File: src/rtl/sq_pkg.sv
package sq_pkg;

  // Radix-4 digit: magnitude one-hot (one/two), sign in neg
  typedef struct packed {
    logic neg;
    logic one;
    logic two;
  } bdig_t;

  // operands left after lvl levels of 3:2 compression
  function automatic int csa_cnt(input int n0, input int lvl);
    int n;
    n = n0;
    for (int i = 0; i < lvl; i++) n = n - n / 3;
    return n;
  endfunction

  function automatic int csa_levels(input int n0);
    int n;
    int l;
    n = n0;
    l = 0;
    while (n > 2) begin
      n = n - n / 3;
      l++;
    end
    return l;
  endfunction

endpackage

File: src/rtl/sq_booth_rec.sv
module sq_booth_rec #(
  parameter int WIDTH = 24,
  parameter int NDIG  = WIDTH / 2 + 1
) (
  input  logic [WIDTH-1:0]   x_i,
  output sq_pkg::bdig_t      dig_o [NDIG]
);

  localparam int XPW = WIDTH + 3;

  // zero below bit 0, two zeros above the top bit
  logic [XPW-1:0] xp;
  assign xp = {2'b00, x_i, 1'b0};

  for (genvar k = 0; k < NDIG; k++) begin : g_dig
    logic b2, b1, b0;
    assign b2 = xp[2*k+2];
    assign b1 = xp[2*k+1];
    assign b0 = xp[2*k];

    assign dig_o[k].one = b1 ^ b0;
    assign dig_o[k].two = (b2 & ~b1 & ~b0) | (~b2 & b1 & b0);
    assign dig_o[k].neg = b2 & ~(b1 & b0);

    always_comb begin

      digit_code_chk: assert ($onehot0({dig_o[k].one, dig_o[k].two}) &&
                              (!dig_o[k].neg || dig_o[k].one || dig_o[k].two))
        else $error("digit %0d has an illegal code", k);
    end
  end

endmodule

File: src/rtl/sq_row.sv
module sq_row #(
  parameter int PW  = 48,
  parameter int IDX = 0,
  parameter int LW  = (IDX == 0) ? 1 : 2 * IDX
) (
  input  logic [LW-1:0]    low_i,   // x[2*IDX-1:0], or the implicit zero for row 0
  input  sq_pkg::bdig_t    dig_i,
  output logic [PW-1:0]    row_o
);

  localparam int TW = 2 * IDX + 3;
  localparam int SW = PW - 2 * IDX;

  logic signed [2:0] d_s;
  logic signed [2:0] h_s;
  logic              xm1;
  logic [TW-1:0]     t;
  logic [SW-1:0]     t_ext;
  logic [SW-1:0]     m;
  logic [SW-1:0]     mv;

  assign xm1 = low_i[LW-1];

  always_comb begin
    d_s = dig_i.two ? 3'sd2 : (dig_i.one ? 3'sd1 : 3'sd0);
    if (dig_i.neg) d_s = -d_s;
    // head of the folded field: digit minus the borrow from the lower digits
    h_s = d_s - $signed({2'b00, xm1});
  end

  if (IDX == 0) begin : g_base
    assign t = h_s;
  end else begin : g_fold
    assign t = {h_s, low_i[LW-2:0], 1'b0};
  end

  assign t_ext = SW'($signed(t));
  assign m     = dig_i.two ? {t_ext[SW-2:0], 1'b0} : (dig_i.one ? t_ext : '0);
  assign mv    = dig_i.neg ? ~m : m;   // +1 supplied by the correction vector

  if (IDX == 0) begin : g_noshift
    assign row_o = mv;
  end else begin : g_shift
    assign row_o = {mv, {(2*IDX){1'b0}}};
  end

endmodule

File: src/rtl/sq_csa3.sv
module sq_csa3 #(
  parameter int W = 48
) (
  input  logic [W-1:0] a_i,
  input  logic [W-1:0] b_i,
  input  logic [W-1:0] c_i,
  output logic [W-1:0] s_o,
  output logic [W-1:0] c_o
);

  logic [W-2:0] maj;

  assign s_o = a_i ^ b_i ^ c_i;
  assign maj = (a_i[W-2:0] & b_i[W-2:0]) | (a_i[W-2:0] & c_i[W-2:0]) |
               (b_i[W-2:0] & c_i[W-2:0]);
  assign c_o = {maj, 1'b0};

  always_comb begin

    csa_sum_chk: assert (W'(s_o + c_o) == W'(a_i + b_i + c_i))
      else $error("carry-save stage lost value");
  end

endmodule

File: src/rtl/sq_csa_tree.sv
module sq_csa_tree #(
  parameter int PW   = 48,
  parameter int NOPS = 14
) (
  input  logic [PW-1:0] ops_i [NOPS],
  output logic [PW-1:0] sum_o,
  output logic [PW-1:0] carry_o
);

  localparam int NLEV = sq_pkg::csa_levels(NOPS);

  for (genvar l = 0; l <= NLEV; l++) begin : g_lvl
    localparam int N = sq_pkg::csa_cnt(NOPS, l);
    logic [PW-1:0] v [N];

    if (l == 0) begin : g_in
      for (genvar i = 0; i < N; i++) begin : g_cp
        assign v[i] = ops_i[i];
      end
    end else begin : g_red
      localparam int NP = sq_pkg::csa_cnt(NOPS, l - 1);
      localparam int NG = NP / 3;
      for (genvar g = 0; g < NG; g++) begin : g_csa
        sq_csa3 #(.W(PW)) i_csa (
          .a_i (g_lvl[l-1].v[3*g]),
          .b_i (g_lvl[l-1].v[3*g+1]),
          .c_i (g_lvl[l-1].v[3*g+2]),
          .s_o (v[2*g]),
          .c_o (v[2*g+1])
        );
      end
      for (genvar r = 0; r < NP - 3 * NG; r++) begin : g_pass
        assign v[2*NG+r] = g_lvl[l-1].v[3*NG+r];
      end
    end
  end

  assign sum_o   = g_lvl[NLEV].v[0];
  assign carry_o = g_lvl[NLEV].v[1];

endmodule

File: src/rtl/sq_radix4_fold.sv
module sq_radix4_fold #(
  parameter int WIDTH = 24
) (
  input  logic [WIDTH-1:0]   x_i,
  output logic [2*WIDTH-1:0] sq_o
);

  localparam int PW   = 2 * WIDTH;
  localparam int NDIG = WIDTH / 2 + 1;
  localparam int NOPS = NDIG + 1;

  sq_pkg::bdig_t dig [NDIG];
  logic [PW-1:0] rows [NDIG];
  logic [PW-1:0] corr;
  logic [PW-1:0] ops  [NOPS];
  logic [PW-1:0] s_vec, c_vec;

  sq_booth_rec #(.WIDTH(WIDTH), .NDIG(NDIG)) i_rec (
    .x_i   (x_i),
    .dig_o (dig)
  );

  for (genvar k = 0; k < NDIG; k++) begin : g_row
    localparam int LW = (k == 0) ? 1 : 2 * k;
    logic [LW-1:0] low;
    if (k == 0) begin : g_z
      assign low = 1'b0;
    end else begin : g_x
      assign low = x_i[2*k-1:0];
    end

    sq_row #(.PW(PW), .IDX(k), .LW(LW)) i_row (
      .low_i (low),
      .dig_i (dig[k]),
      .row_o (rows[k])
    );

    assign ops[k] = rows[k];
  end

  // two's complement +1 for every negated row, at the row's base weight
  always_comb begin
    corr = '0;
    for (int k = 0; k < NDIG; k++) corr[2*k] = dig[k].neg;
  end
  assign ops[NDIG] = corr;

  sq_csa_tree #(.PW(PW), .NOPS(NOPS)) i_tree (
    .ops_i   (ops),
    .sum_o   (s_vec),
    .carry_o (c_vec)
  );

  assign sq_o = s_vec + c_vec;

  logic signed [PW+1:0] rec;
  always_comb begin
    rec = '0;
    for (int k = 0; k < NDIG; k++) begin
      int v;
      v = dig[k].two ? 2 : (dig[k].one ? 1 : 0);
      if (dig[k].neg) v = -v;
      rec = rec + ((PW+2)'(v) <<< (2 * k));
    end
  end

  always_comb begin

    sq_exact_chk: assert (sq_o == PW'(x_i) * PW'(x_i))
      else $error("square mismatch for %h", x_i);

    digit_value_chk: assert (rec == (PW+2)'(x_i))
      else $error("digits do not rebuild the operand");

    sq_low_bits_chk: assert (sq_o[1] == 1'b0 && sq_o[0] == x_i[0])
      else $error("low square bits wrong");

    top_digit_chk: assert (!dig[NDIG-1].neg && !dig[NDIG-1].two)
      else $error("top digit out of range");
  end

endmodule

File: config.mk
export PLATFORM = sky130hd
export DESIGN_NAME = sq_radix4_fold
export DESIGN_NICKNAME = d
export VERILOG_FILES = /design/src/rtl/sq_pkg.sv /design/src/rtl/sq_booth_rec.sv /design/src/rtl/sq_row.sv /design/src/rtl/sq_csa3.sv /design/src/rtl/sq_csa_tree.sv /design/src/rtl/sq_radix4_fold.sv
export SDC_FILE = /design/constraint.sdc
export NUM_CORES = 1
export LEC_CHECK = 0
export BUFFER_PORTS_ARGS = -buffer_cell sky130_fd_sc_hd__buf_4
export CORE_MARGIN = 3
export CORE_UTILIZATION = 50
export DETAILED_ROUTE_END_ITERATION = 10
export PLACE_DENSITY_LB_ADDON = 0.08
export REMOVE_ABC_BUFFERS = 1
export SYNTH_ARGS = -nofsm -noshare
export SYNTH_HDL_FRONTEND = slang
export SYNTH_SLANG_ARGS = --single-unit
export TNS_END_PERCENT = 1
File: constraint.sdc
create_clock -name vclk -period 10.1
set_input_delay 0.505 -clock vclk [all_inputs]
set_output_delay 0.505 -clock vclk [all_outputs]
set_load 0.03 [all_outputs]
==> metrics.cfg, run 1 <==
[clock_network]
cts_hold_buf = 0
cts_setup_buffers = 0
cts_resized = 0

[critical_path]
cp_max_fo = 21
cp.required_ns = 9.60
crit_arrival_ns = 8.95
max_stage_delay_ns = 0.64
worstSetupStartpointType = input pin
worst-setup-path-type = input pin to primary output
slowest_stage = nand2b_1
end_kind = primary output
crit_path_frequent_cell = fa_1

[layout]
nClkBuffers = 0
stdcell_area_sq_um = 15400
syn_to_final_growth_pct = 4.86
drive_above_1_share = 0.0605
final_nets = 2203
design.seq.count = 0
final_util = 0.534
antennaDiodeCount = 0
instances_no_fill = 2170
seq_area_sq_um = 0

[placement]
port_buffers = 71
placed_area_sq_um = 15400
place_congestion = 0.899
hpwl_um = 30900
placed_cells = 2170

[synth]
syn_area_sq_um = 14600
yosysWarnings = 0
yosysSeqAreaShare = 0
syn_inst = 1808
synth_cell_types = 77
syn_avg_cell_area_sq_um = 8.10

[timing]
maxSlewHeadroom = 0.232
worst_pin_slew_ns = 1.15
max_freq_mhz = 106
min_period_ns = 9.46
hold_viol = 0
drv_slew = 0
rsz0062_at_grt = false
finalCritPeriodShare = 0.936
finalSetupTns_ns = 0
final-setup-viol-count = 0

[global_routing]
grt_max_degree = 35
antenna_found_initial = 0
first_global_vias = 12600
grt_pass1_wl_um = 64400
overflow = 0
grt_use_total = 0.251

[status]
status = completed

[floorplan]
initial_utilization = 0.509
die_y_um = 177
coreArea_sq_um = 28800
dieArea_sq_um = 31400
num_io_pins = 72
num_rows = 62
die_width_um = 177

[detailed_routing]
drt-vias-per-instance = 5.59
first_pass_iters = 6
vias = 12100
route.detailed.drc = 0
ant_nets = 0
wl_per_cell_um = 17.5
drtIter0Drc = 832
wl_um = 37900

[job]
cap_violations = 0

[hold_path]
hp-class = input pin to primary output

-- cells in the mapped netlist, types with 28 or more instances --
cell type	instances	area share
a21oi_1	172	0.059
a31oi_1	33	0.014
and2_1	31	0.013
and3_1	86	0.037
clkbuf_1	98	0.025
fa_1	238	0.33
ha_1	153	0.13
inv_1	309	0.079
nand2_1	85	0.022
nor2_1	102	0.026
o21ai_0	47	0.016
xnor2_1	170	0.10
xor2_1	28	0.017
-- placed cells by master, fill, tap and decap left out, drive strengths merged, types with 6 or more instances in the layout --
master,count
o21ai,52
nand2,85
o31ai,10
o32a,8
and3,86
mux2i,13
nand3,22
a22oi,6
clkinv,7
o21a,10
buf,88
fa,238
xor2,28
a21oi,172
a22o,6
nand2b,14
a211oi,8
nor2b,22
a21o,14
inv,312
nor3,12
ha,153
a32o,9
maj3,7
nor2,102
a31oi,33
xnor2,171
and2,32
-- kinds of logic after synthesis --
group	share of synthesized area
buffers and inverters	0.111
other	0.000256
and+or+nand+nor	0.135
adders and majority gates	0.461
xor gates and xnor gates	0.120
AOI/OAI and AO/OA	0.162
muxes	0.0112
-- critical path, delay by kind of cell --
kind | cells | cell delay [ns]
AND/OR/NAND/NOR | 6 | 1.26
XOR/XNOR | 1 | 0.18
adder cells (fa/ha/maj) | 9 | 3.67
AO/OA/AOI/OAI | 9 | 2.56
buffers and inverters | 5 | 0.77
-- path summary, 6_finish.rpt --
| kind | startpoint | endpoint | slack [ns] | depth (start not counted) |
|---|---|---|---|---|
| worst min-delay path | x_i[1] | sq_o[0] | 1.58 | 3 |
| worst max-delay path | x_i[11] | sq_o[44] | 0.64 | 30 |
-- layer usage --
layer | vias up | wire [um] | global-route usage
met4 | 0 | 1460 | 0.0769
met2 | 314 | 18600 | 0.445
met3 | 58 | 1660 | 0.0127
met1 | 5919 | 16100 | 0.332
li1 | 5842 | - | -
met5 | - | 0 | 0
-- per-stage QoR --
stage / worst slack [ns] / hold WS (ns)
after detailed placement: 0.747 / 1.58
after floorplan: 1.63 / 1.21
after CTS: 0.724 / 1.58
after global placement: 0.842 / 1.58
final: 0.643 / 1.58
after global routing: 0.145 / 1.61
-- area by class of cell --
cell class / instances / area [sq um]
Fill cell: 2784 / 13400
Inverter: 319 / 1200
Tap cell: 384 / 480
Timing Repair Buffer: 88 / 661
Multi-Input combinational cell: 1379 / 13000
Power of run 1 is not shown: default switching activity piles up to over one toggle a cycle in this logic, so the estimate is an artifact.
==> run 2, diff against run 1 <==
ABC_AREA = 1   (was not set)
REMOVE_ABC_BUFFERS = not set   (was 1)
==> run 2 against run 1 <==
Synthesized cell count rose by 15%. Sequential cell count did not move. Worst hold slack got worse by 0.024 ns. Worst setup slack improved by 0.47 ns. Via count rose by 8.4%. Largest cell class unchanged.
==> metrics.cfg, run 2 <==
[timing]
maxSlewHeadroom = 0.156
worst_pin_slew_ns = 1.25
max_freq_mhz = 111
hold_slack_ns = 1.56
final-setup-viol-count = 0
finalSetupTns_ns = 0
finalCritPeriodShare = 0.890
drv_slew = 0
min_period_ns = 8.99
hold_viol = 0
rsz0062_at_grt = false

[floorplan]
num_rows = 62
initial_utilization = 0.516
die_y_um = 179
die_width_um = 179
coreArea_sq_um = 29200
num_io_pins = 72
dieArea_sq_um = 32200

[clock_network]
cts_setup_buffers = 0
cts_hold_buf = 0
cts_resized = 0

[placement]
place_congestion = 0.956
hpwl_um = 37000
port_buffers = 71
placed_cells = 2472

[hold_path]
hp-class = input pin to primary output

[synth]
syn_nets = 2487
syn_area_sq_um = 15000
syn_inst = 2072
syn_avg_cell_area_sq_um = 7.26
synth.most_common_cell = inv_1
yosysWarnings = 0
synth_cell_types = 50
ys_top_cells_by_count = inv_1, nand2_1, fa_1
synthDominantCellAreaShare = 0.317
yosysTopAreaCell = fa_1
yosysSeqAreaShare = 0
ys_top_cells_by_area = fa_1, ha_1, inv_1, xor2_1, nand2_1

[layout]
final_nets = 2505
layout_common_cells = inv_1, nand2_1, fa_1, xor2_1, ha_1
multiInputGateArea_sq_um = 12800
drive_above_1_share = 0.0608
final_common_cell = inv_1
antennaDiodeCount = 0
seq_area_sq_um = 0
syn_to_final_growth_pct = 5.11
design.seq.count = 0
nClkBuffers = 0
n_fill_cell = 2979
instances_no_fill = 2472

[critical_path]
end_kind = primary output
max_stage_delay_ns = 0.93
worst-setup-path-type = input pin to primary output
worstSetupStartpointType = input pin
slowest_stage = a21oi_1
cp_max_fo = 15
crit_arrival_ns = 8.48
cp.required_ns = 9.60
crit_path_frequent_cell = nand2_1

[global_routing]
top_usage_layer = met2
grt_pass1_wl_um = 67900
use_met1 = 0.347
met2_usage = 0.459
overflow = 0
first_global_vias = 13100
antenna_found_initial = 1
grt_use_total = 0.256
grt_max_degree = 28
met3_usage = 0.0150

[detailed_routing]
wl_per_cell_um = 17.1
first_pass_iters = 5
ant_nets = 0
drtIter0Drc = 716
drt-vias-per-instance = 5.32
route.detailed.drc = 0
vias = 13200
wl_um = 42300

[job]
cap_violations = 0

[status]
status = completed

## run 2: cell types whose count changed after synthesis, moves of 30 or more
cell	change
nand2_1	+272
inv_1	+189
xnor2_1	-158
xor2_1	+140
a22oi_1	+105
and3_1	-84
a21oi_1	-80
clkbuf_1	-74
nand3_1	+51
a31oi_1	-30
and2_1	-30
## run 2: critical path: cells and delay by family
family / cells / cell delay (ns)
compound gates: 1 / 0.93
fa+ha+maj: 8 / 3.89
buf+inv: 7 / 0.99
simple gates: 13 / 2.16
## run 2: kinds of logic after synthesis
family	synth area share
multiplexers	0.000666
adder cells (fa/ha/maj)	0.444
XOR/XNOR	0.105
AO/OA/AOI/OAI	0.126
buffers and inverters	0.150
other	0.000249
AND/OR/NAND/NOR	0.174
## run 2: path summary, 6_finish.rpt
check  startpoint       end  cells past startpoint
max       x_i[11]  sq_o[46]                     29
min        x_i[1]   sq_o[0]                      3
## run 2: stage by stage
stage           util  cell area, sq um  setup slack [ns]
6_report       0.542             15800              1.11
3_3_place_gp   0.542             15800              1.38
3_5_place_dp   0.542             15800              1.14
2_1_floorplan      -             15000              2.40
5_1_grt        0.542             15800             0.649
4_1_cts        0.542             15800              1.13
## run 2: metal layers
metal,share of wire,routed length (um)
met3,0.046,1960
met4,0.020,851
met1,0.42,17900
met2,0.51,21500
met5,0.00031,13
## run 2: area by class of cell
cell class,instances,area share
Multi-Input combinational cell,1494,0.809
Inverter,513,0.122
Tap cell,384,0.0304
Timing Repair Buffer,81,0.0385
Power of run 2 is left out for the same reason.
==> run 3, diff against run 2 <==
ABC_AREA = 0   (was 1)
CORE_UTILIZATION = 67   (was 50)
SYNTH_HIERARCHICAL = 1   (was not set)
==> run 3 against run 2 <==
Worst setup slack improved by 0.074 ns. Critical endpoint is now sq_o[44]. Final cell count decreased by 5.0%. Critical path depth decreased by 5. Fmax increased by 0.83%. Utilization increased by 8.2 points. Via count increased by 3.4%. Worst hold slack improved by 0.28 ns. Non-clock buffer count increased by 22. Clock-buffer cell count unchanged. Area after synthesis increased by 57%.
==> metrics.cfg, run 3 <==
[status]
status = completed

[synth]
yosysWarnings = 6
syn_inst = 2146
synthSimpleGateAreaFrac = 0.0696
ys_top_cells_by_count = fa_1, buf_4, xnor2_1
synth_cell_types = 78
ys_top_cells_by_area = fa_1, buf_4, xnor2_1, ha_1, a22oi_1
synth-adder-area-share = 0.524
synth.most_common_cell = fa_1
yosysSeqAreaShare = 0
synthDominantCellAreaShare = 0.480
synth_top_family_by_area = adder cells
synth_mux_area_frac = 0.0108
syn_avg_cell_area_sq_um = 11.0
synth_xor_area_frac = 0.0865
synth_compound_area_frac = 0.130
syn_area_sq_um = 23500
yosysTopAreaCell = fa_1

[timing]
finalSetupTns_ns = 0
min_period_ns = 8.91
drv_slew = 0
finalCritPeriodShare = 0.882
final-setup-viol-count = 0
worst_pin_slew_ns = 1.06
maxSlewHeadroom = 0.288
max_freq_mhz = 112
rsz0062_at_grt = false
hold_viol = 0
fin_ws_ns = 1.19

[layout]
antennaDiodeCount = 0
final_nets = 2566
final_common_cell = fa_1
syn_to_final_growth_pct = -8.18
nClkBuffers = 0
final_util = 0.624
seq_area_sq_um = 0
design.seq.count = 0
layout_common_cells = fa_1, conb_1, xnor2_1, buf_4, ha_1
drive_above_1_share = 0.129

[floorplan]
die_y_um = 193
dieArea_sq_um = 37400
die_width_um = 193
coreArea_sq_um = 34600
num_io_pins = 72
initial_utilization = 0.680
num_rows = 68

[placement]
hpwl_um = 39700
dp_slack_ns = 1.18
place_congestion = 0.948
port_buffers = 72

[hold_path]
hp-class = input pin to primary output
hp-start = x_i[1]
hold-path-cell-count = 4
worstHoldEndpoint = sq_o[0]

[detailed_routing]
vias = 13600
drt-vias-per-instance = 5.79
drtIter0Drc = 786
wl_per_cell_um = 20.0
ant_nets = 0
first_pass_iters = 5
wl_um = 46900
route.detailed.drc = 0

[clock_network]
cts_resized = 0
cts_setup_buffers = 0
cts_hold_buf = 0

[global_routing]
antenna_found_initial = 0
grt_use_total = 0.260
grt_pass1_wl_um = 79100
grt_max_degree = 90
first_global_vias = 14900
overflow = 0

[critical_path]
worstSetupStartpointType = input pin
cp_max_fo = 27
end_kind = primary output
cp.required_ns = 9.60
crit_arrival_ns = 8.41
worst-setup-path-type = input pin to primary output

[job]
cap_violations = 0

## run 3: logic make-up after synthesis
group / after synthesis
other: 26
adder cells (fa/ha/maj): 647
AND/OR/NAND/NOR: 275
XOR/XNOR: 211
AO/OA/AOI/OAI: 394
buffers and inverters: 569
multiplexers: 24
## run 3: final cells by class
type	count	area (sq um)
Multi-Input combinational cell	1757	20100
Fill cell	2838	13000
Timing Repair Buffer	103	773
Tap cell	455	569
Inverter	33	131
## run 3: per-layer routing
layer / vias to the layer above / track usage / wire (um)
met4: 0 / 0.0289 / 635
met3: 36 / 0.0394 / 3270
met2: 410 / 0.416 / 21800
li1: 6041 / - / -
met5: - / 0 / 0
met1: 7118 / 0.396 / 21100
## run 3: worst max-delay path, cell delays in order
cell and delay [ns]:
buf_4 0.24, nand2b_1 0.19, o21ai_0 0.39, nand2b_2 0.25, ha_1 0.18, ha_1 0.18
mux2_2 0.49, buf_4 0.35, fa_1 0.48, fa_1 0.52, fa_1 0.53, fa_1 0.54
fa_1 0.54, fa_1 0.51, ha_1 0.39, nand2_1 0.12, nor3_1 0.41, nand4_1 0.14
o221ai_1 0.21, o21ai_1 0.18, o21ai_1 0.31, a41oi_1 0.18, xnor2_1 0.30, buf_4 0.22
## run 3: worst max path at each step
stage,depth (start not counted),endpoint,slack [ns],from
floorplan,23,sq_o[43],1.96,x_i[4]
global placement,24,sq_o[43],1.34,x_i[3]
detailed placement,24,sq_o[44],1.18,x_i[3]
CTS,24,sq_o[44],1.18,x_i[3]
global route,24,sq_o[44],0.67,x_i[3]
finish,24,sq_o[44],1.19,x_i[2]
## run 3: through the flow
stage | hold slack (ns) | std cells | instance area, sq um
after global routing | 1.86 | 2348 | 21600
after global placement | 1.82 | 2348 | 21600
final | 1.83 | 2348 | 21600
after detailed placement | 1.84 | 2348 | 21600
after CTS | 1.84 | 2348 | 21600
after floorplan | 1.53 | 2326 | 24200
Power of run 3 is left out for the same reason.
